### config.mk
export PLATFORM = sky130hd
export DESIGN_NAME = dbus_line_tester
export DESIGN_NICKNAME = d
export VERILOG_FILES = /design/src/rtl/dbus_line_tester.sv
export SDC_FILE = /design/constraint.sdc
export NUM_CORES = 1
export LEC_CHECK = 0
export ABC_AREA = 1
export BUFFER_PORTS_ARGS = -buffer_cell sky130_fd_sc_hd__buf_2
export CAP_MARGIN = 10
export CORE_MARGIN = 4
export CORE_UTILIZATION = 54
export CTS_BUF_LIST = sky130_fd_sc_hd__clkbuf_4 sky130_fd_sc_hd__clkbuf_8
export DETAILED_ROUTE_END_ITERATION = 12
export GPL_TIMING_DRIVEN = 0
export PLACE_DENSITY = 0.78
export SLEW_MARGIN = 40
export SYNTH_ARGS = -nofsm -noshare
export SYNTH_HDL_FRONTEND = slang
export SYNTH_SLANG_ARGS = --single-unit
### constraint.sdc
create_clock -name clk -period 7.95 [get_ports clk]
set_input_delay 0.3975 -clock clk [delete_from_list [all_inputs] [get_ports clk]]
set_output_delay 0.3975 -clock clk [all_outputs]
set_load 0.02 [all_outputs]
### src/rtl/dbus_line_tester.sv
module dbus_line_tester #(
  parameter int DATA_W = 64,
  parameter int ADDR_W = 16,
  parameter logic [DATA_W-1:0] DECOY = DATA_W'(64'h0123_4567_89AB_CDEF),
  localparam int STRIPES = $clog2(DATA_W),
  localparam int NUM_PAT = 2 * STRIPES,
  localparam int IDX_W = $clog2(NUM_PAT)
) (
  input  logic              clk,
  input  logic              rst_n,
  input  logic              start,
  input  logic [ADDR_W-1:0] base_addr,
  output logic              mem_req,
  output logic              mem_we,
  output logic [ADDR_W-1:0] mem_addr,
  output logic [DATA_W-1:0] mem_wdata,
  input  logic [DATA_W-1:0] mem_rdata,
  input  logic              mem_rvalid,
  output logic              busy,
  output logic              done,
  output logic              pass,
  output logic              fail,
  output logic [IDX_W-1:0]  fail_idx,
  output logic [DATA_W-1:0] fail_exp,
  output logic [DATA_W-1:0] fail_obs,
  output logic [ADDR_W-1:0] fail_addr
);

  typedef enum logic [2:0] {S_IDLE, S_WPAT, S_WDEC, S_RREQ, S_RWAIT} state_t;

  state_t            state;
  logic [IDX_W-1:0]  idx;
  logic [ADDR_W-1:0] tgt;
  logic [DATA_W-1:0] word;
  logic              miss;
  logic              last;

  function automatic logic [DATA_W-1:0] stripe(input int k);
    logic [DATA_W-1:0] s;
    for (int i = 0; i < DATA_W; i++) s[i] = ((i >> k) & 1) == 1;
    return s;
  endfunction

  assign word = (int'(idx) < STRIPES) ? stripe(int'(idx)) : ~stripe(NUM_PAT - 1 - int'(idx));
  assign miss = mem_rdata != word;
  assign last = idx == IDX_W'(NUM_PAT - 1);

  assign busy      = state != S_IDLE;
  assign mem_req   = state == S_WPAT || state == S_WDEC || state == S_RREQ;
  assign mem_we    = state == S_WPAT || state == S_WDEC;
  assign mem_addr  = (state == S_WDEC) ? tgt + ADDR_W'(1) : tgt;
  assign mem_wdata = (state == S_WDEC) ? DECOY : word;

  always_ff @(posedge clk or negedge rst_n) begin
    if (!rst_n) begin
      state     <= S_IDLE;
      idx       <= '0;
      tgt       <= '0;
      done      <= 1'b0;
      pass      <= 1'b0;
      fail      <= 1'b0;
      fail_idx  <= '0;
      fail_exp  <= '0;
      fail_obs  <= '0;
      fail_addr <= '0;
    end else begin
      done <= 1'b0;
      case (state)
        S_IDLE: if (start) begin
          tgt       <= base_addr;
          idx       <= '0;
          pass      <= 1'b0;
          fail      <= 1'b0;
          fail_idx  <= '0;
          fail_exp  <= '0;
          fail_obs  <= '0;
          fail_addr <= '0;
          state     <= S_WPAT;
        end
        S_WPAT: state <= S_WDEC;
        S_WDEC: state <= S_RREQ;
        S_RREQ: state <= S_RWAIT;
        S_RWAIT: if (mem_rvalid) begin
          if (miss) begin
            fail <= 1'b1;
            if (!fail) begin
              fail_idx  <= idx;
              fail_exp  <= word;
              fail_obs  <= mem_rdata;
              fail_addr <= tgt;
            end
          end
          if (last) begin
            state <= S_IDLE;
            done  <= 1'b1;
            pass  <= !(fail || miss);
          end else begin
            idx   <= idx + IDX_W'(1);
            state <= S_WPAT;
          end
        end
        default: state <= S_IDLE;
      endcase
    end
  end

endmodule


# [After elaboration in Yosys (flattened, before gate mapping)]
# Index checks and enable logic that the tools add are counted.
[totals] regBits=174 input_bits=84 out_inout_bits=234
[classes] add_sub_neg=3 magnitude_cmp=1 n_eq_ne=12 shift=128 mux=39 n_bitwise=1 reduce_logical=13
[ops] op="6-bit by 32-bit >> shifter with 1-bit output, first input constant" n=32
[ops] op="64-bit 2-to-1 mux" n=9
[ops] op="5-bit by 32-bit >> shifter with 1-bit output, first input constant" n=16
[ops] op="64-bit case mux with 2 select lines" n=2
[ops] op="4-bit by 32-bit >> shifter with 1-bit output, first input constant" n=8
[ops] op="6-bit by 4-bit >> shifter with 1-bit output, first input constant" n=32
[ops] op="3-bit by 32-bit >> shifter with 1-bit output, first input constant" n=4
[ops] op="16-bit 2-to-1 mux" n=5
[ops] op="5-bit by 4-bit >> shifter with 1-bit output, first input constant" n=16
[ops] op="64-bit inequality test" n=1
[ops] op="64-bit NOT" n=1
[ops] op="1-bit by 32-bit >> shifter with 1-bit output, first input constant" n=2
[ops] op="2-bit by 32-bit >> shifter with 1-bit output, first input constant" n=2
[ops] op="16-bit case mux with 2 select lines" n=1
[ops] op="4-bit by 4-bit >> shifter with 1-bit output, first input constant" n=8
[ops] op="4-bit 2-to-1 mux" n=6
[ops] op="16-bit by 1-bit adder with 16-bit output, second input constant" n=1
[ops] op="4-bit case mux with 2 select lines" n=2
[ops] op="3-bit by 4-bit >> shifter with 1-bit output, first input constant" n=4
[ops] op="3-bit case mux with 5 select lines" n=1
[ops] op="2-bit inequality test, second input constant" n=6
[ops] op="4-bit AND reduction" n=3
[ops] op="1-bit 2-to-1 mux" n=9
[ops] op="1-bit by 4-bit >> shifter with 1-bit output, first input constant" n=2
[ops] op="17 further kinds" n=24

# [Longest topological paths before layout]
[depth] depth_word=10 ltp_mapped=24

# [Worst setup path after synthesis]
# OpenSTA, ideal clock, no wires.
[synth_timing] path_type="reg2reg" from="register idx[2]" to="register fail_addr[10]" arrival_ns=2.914 setup_slack_ns=4.918 path_stages_with_launch=22 synth_period_minus_slack_ns=3.032 path_cell_list="dfrtp_1 > buf_4 > inv_2 > buf_2 > ha_1 > buf_4 > inv_1 > a21oi_4 > buf_4 > nand3_1 > nand2_1 > nand2_1 > a21oi_1 > nand2_1 > nor2_1 > nand2_1 > nor2_1 > nand3_1 > buf_2 > buf_2 > nand4_1 > nand2_1"
[synth_between] elab_chain_cells=7
[synth_lines] item="start, declared" line="32" source="logic [IDX_W-1:0] idx;"
[synth_lines] item="start signal, assigned" line="98" source="idx <= idx + IDX_W'(1);"
[synth_lines] item="4-bit by 4-bit subtractor with 5-bit output" line="44" source="assign word = (int'(idx) < STRIPES) ? stripe(int'(idx)) : ~stripe(NUM_PAT - 1 - int'(idx));"
[synth_lines] item="6-bit by 32-bit >> shifter with 1-bit output (tied with other cells)" line="40" source="for (int i = 0; i < DATA_W; i++) s[i] = ((i >> k) & 1) == 1;"
[synth_lines] item="64-bit NOT" line="44"
[synth_lines] item="64-bit 2-to-1 mux *" line="44"
[synth_lines] item="64-bit inequality test *" line="45" source="assign miss = mem_rdata != word;"
[synth_lines] item="2-bit inequality test (no line) *"
[synth_lines] item="5-bit AND reduction (no line) *"
[synth_lines] item="end signal, assigned" line="90" source="fail_addr <= tgt;"
[synth_lines] item="end, declared" line="26" source="output logic [ADDR_W-1:0] fail_addr"
# Mark *: on every way between the ends. The rest lies on a longest branch, timed or not.
# A chain may end at the register's enable or synchronous reset.

# [Worst setup path after layout]
[layout_timing] from="register idx[2]" to="register fail_idx[3]"
[layout_between] elab_chain_cells=7
[layout_lines] item="4-bit by 4-bit subtractor with 5-bit output" line="44"
[layout_lines] item="6-bit by 32-bit >> shifter with 1-bit output (tied with other cells)" line="40"
[layout_lines] item="64-bit NOT" line="44"
[layout_lines] item="64-bit 2-to-1 mux *" line="44"
[layout_lines] item="64-bit inequality test *" line="45"
[layout_lines] item="2-bit inequality test (no line) *"
[layout_lines] item="5-bit AND reduction (no line) *"
[layout_lines] item="end signal, assigned" line="87" source="fail_idx <= idx;"
[layout_lines] item="end, declared" line="23" source="output logic [IDX_W-1:0] fail_idx,"
# Marks and branches as above.

==> impl_metrics.tcl <==
set metrics [dict create \
    synth_common_cells "nand2_1 (531), nor2_1 (298), nand3_1 (265)" \
    finalWirelength_um 46500 \
    rows 54 \
    reg2reg_to "fail_idx[3]" \
    nets 2273 \
    async_flop_share_pct 100 \
    r2r_slack_ns 3.52 \
    synth-edff-count 0 \
    cts_tree "built" \
    final_util_pct 65.9 \
    finalCritPeriodShare_pct 55.7 \
    antenna_found_initial 4 \
    finalSetupViolCount 0 \
    io_buffer_count 317 \
    maxCapViolations 0 \
    crit_top_cell "nand2_1" \
    yosysMostFrequentCell "nand2_1" \
    ys.warnings.count 0 \
    p_sw_share_pct 54.7 \
    wire_per_inst_um 18.9 \
    ant_nets 0 \
    syn_avg_cell_area_um2 6.49 \
    synth.distinct_cells 34 \
    slowest_stage "dfrtp_1" \
    dieArea_um2 24500 \
    p_int_mw 2.18 \
    min_path_type "in2reg" \
    cts-root-buf "clkbuf_8" \
    grt-ovfl-total 0 \
    fmax_mhz 226 \
    rsz0062_at_grt "no" \
    die_w_um 156 \
    grt_pass1_wl_um 70300 \
    cts_max_level 4 \
    start_util_pct 54.6 \
    final_max_slew_viol_count 0 \
    fillCellCount 2089 \
    peakVddDrop_v 0.000200 \
    ys_top_cells_by_area "dfrtp_1 (37%), nand2_1 (17%), nand3_1 (11%)" \
    drive_gt1_share_pct 19.5 \
    tns_ns 0 \
    critPathMaxFanout 13 \
    hold_viol_final 0 \
    synthesis.nets 1934 \
    arrival_ns 4.80 \
    synth_top_area_share_pct 36.6 \
    clock-sinks 174 \
    cp-end-kind "register" \
    multi_input_area_um2 6360 \
    cp.required_ns 8.33 \
    clkPwrFrac_pct 14.1 \
    grt_max_degree 79 \
    via_count 14100 \
    syn_inst 1832 \
    combinationalPowerShare_pct 58.7 \
    clkTransAtPathRegs_ns 0.12 \
    regArea_um2 4350 \
    switching_power_mw 2.64 \
    fin_skew_ns 0.0194 \
    hpwl_um 36500 \
    synth_seq_cells 174 \
    seq_area_frac_synth_pct 36.6 \
    area_growth_pct 20.5 \
    via_per_inst 5.71 \
    cts_made_buffers 17 \
    pwr-share-seq_pct 27.1 \
    status "finished, final reports clean" \
    cp_cell_sequence "buf_4, inv_2, buf_2, ha_1, buf_4, inv_1, a21oi_4, buf_4, nand3_1, nand2_1, nand2_1, a21oi_1, nand2_1, nor2_1, nand2_1, nor2_1, nand3_1, buf_2, buf_2, nand4_1, nand2_1" \
    insertedDiodeCount 0 \
    synth_area_um2 11900 \
    io_pins 318 \
    fin_crit_ns 4.43 \
    dr.pass1.iters 8 \
    slowest_delay_ns 0.49 \
    path_class "reg2reg" \
    drt-initial-drc-count 1606 \
    die_y_um 156 \
    core-area_um2 21800 \
    worstMarginPinSlew_ns 0.770 \
    grt.total_usage_pct 36.8 \
    drc 0 \
    p_leak_nw 8.54 \
    worstHoldStart "base_addr[10]" \
    holdPathEnd "tgt[10]" \
    yosysTopAreaCell "dfrtp_1" \
    relSlewSlack_pct 48.1 \
    r2r_start "idx[2]" \
    gp_congestion 1.03 \
    whs_path_depth 3 \
    crit_path_start_kind "register" \
    cts_max_path_buffers 2 \
    ff2ff_path_depth 21 \
    ys.flop_type "dfrtp_1" \
    worst_skew_pair.late_latency_ns 0.49 \
    power_density_nw_per_um2 337 \
    grt_pass1_vias 13100 \
]
-- power by group through the flow --
| stage | Clock (mW) | Sequential [mW] | Combinational (mW) |
|---|---|---|---|
| final | 0.682 | 1.31 | 2.83 |
| after global routing | 0.714 | 1.34 | 3.05 |
| after CTS | 0.680 | 1.30 | 2.79 |
| after detailed placement | 0 | 1.32 | 2.78 |
| after global placement | 0 | 1.31 | 2.74 |
| after floorplan | 0 | 1.57 | 1.53 |
-- state kept, by name, summed over array words and instances, names as in the netlist --
signal	cells
fail_addr	16
pass	1
tgt	16
fail_obs	64
done	1
fail	1
idx	4
fail_idx	4
state	3
fail_exp	64
-- layout make-up --
cell class	instances	share of cell area (%)
well taps	280	2.45
inverters	145	3.80
clock buffers	17	1.63
repair buffers	320	11.6
plain buffers	128	4.39
clock inverters	15	1.32
flip-flops and latches	174	30.4
multi-input cells	1385	44.4
-- per-stage QoR --
stage / hold slack [ns] / worst slack [ns] / instances / area [µm²] / power (mW)
after floorplan: 0.102 / 4.92 / 1832 / 11900 / 3.09
after global routing: 0.108 / 3.38 / 2464 / 14300 / 5.10
final: 0.105 / 3.52 / 2464 / 14300 / 4.82
after CTS: 0.0868 / 3.64 / 2464 / 14300 / 4.78
after detailed placement: 0.324 / 3.68 / 2431 / 13900 / 4.10
after global placement: 0.466 / 3.74 / 2429 / 13800 / 4.05
-- cells in the final DEF, fill, tap and decap left out, types with 3 or more instances in the layout --
cell type and n:
nand2_1 531, buf_2 341, nor2_1 298, nand3_1 265
dfrtp_1 174, nand4_1 161, inv_1 136, clkbuf_1 61
o21ai_0 47, buf_4 21, xor2_1 18, ha_1 18
clkbuf_8 17, buf_1 12, a21oi_1 11, o21ai_1 8
inv_2 7, inv_8 7, nor3_1 4, nor2_2 4
buf_6 4, clkbuf_2 4, nand2_2 3, o22ai_1 3
clkinv_8 3
-- timing repair --
action / CTS / global route
hold buffers: 1 / 0
endpoints found under the hold margin: 45 / 0
gates resized for setup: 0 / 0
setup buffers: 0 / 0
-- worst max-delay path by stage --
stage,start,to,slack (ns),cells past startpoint
after floorplan,idx[2],fail_addr[10],4.92,21
after global placement,idx[2],fail_exp[52],3.74,21
after detailed placement,idx[2],fail_idx[3],3.68,21
after CTS,idx[2],fail_idx[3],3.64,21
after global routing,idx[2],fail_idx[3],3.38,21
final,idx[2],fail_idx[3],3.52,21
-- worst max-delay path: cells and delay by family (launching register included) --
family	cells	cell delay (ns)
buffers and inverters	8	1.66
DFF	1	0.49
adders and majority gates	1	0.32
AOI/OAI and AO/OA	2	0.46
and+or+nand+nor	10	1.37
-- routing by layer --
layer	vias up	global-route usage, %	wire length (µm)
met3	145	7.02	4570
li1	6651	-	-
met2	786	59.0	21100
met4	6	14.6	1980
met5	-	0	46
met1	6481	49.6	18800
-- logic make-up after synthesis --
kind of cell | synth area share (%)
compound gates | 3.26
buf+inv | 9.84
simple gates | 47.0
flops | 36.6
xor+xnor | 1.33
fa+ha+maj | 1.89
Note: power is estimated with default switching activity, not from simulation.
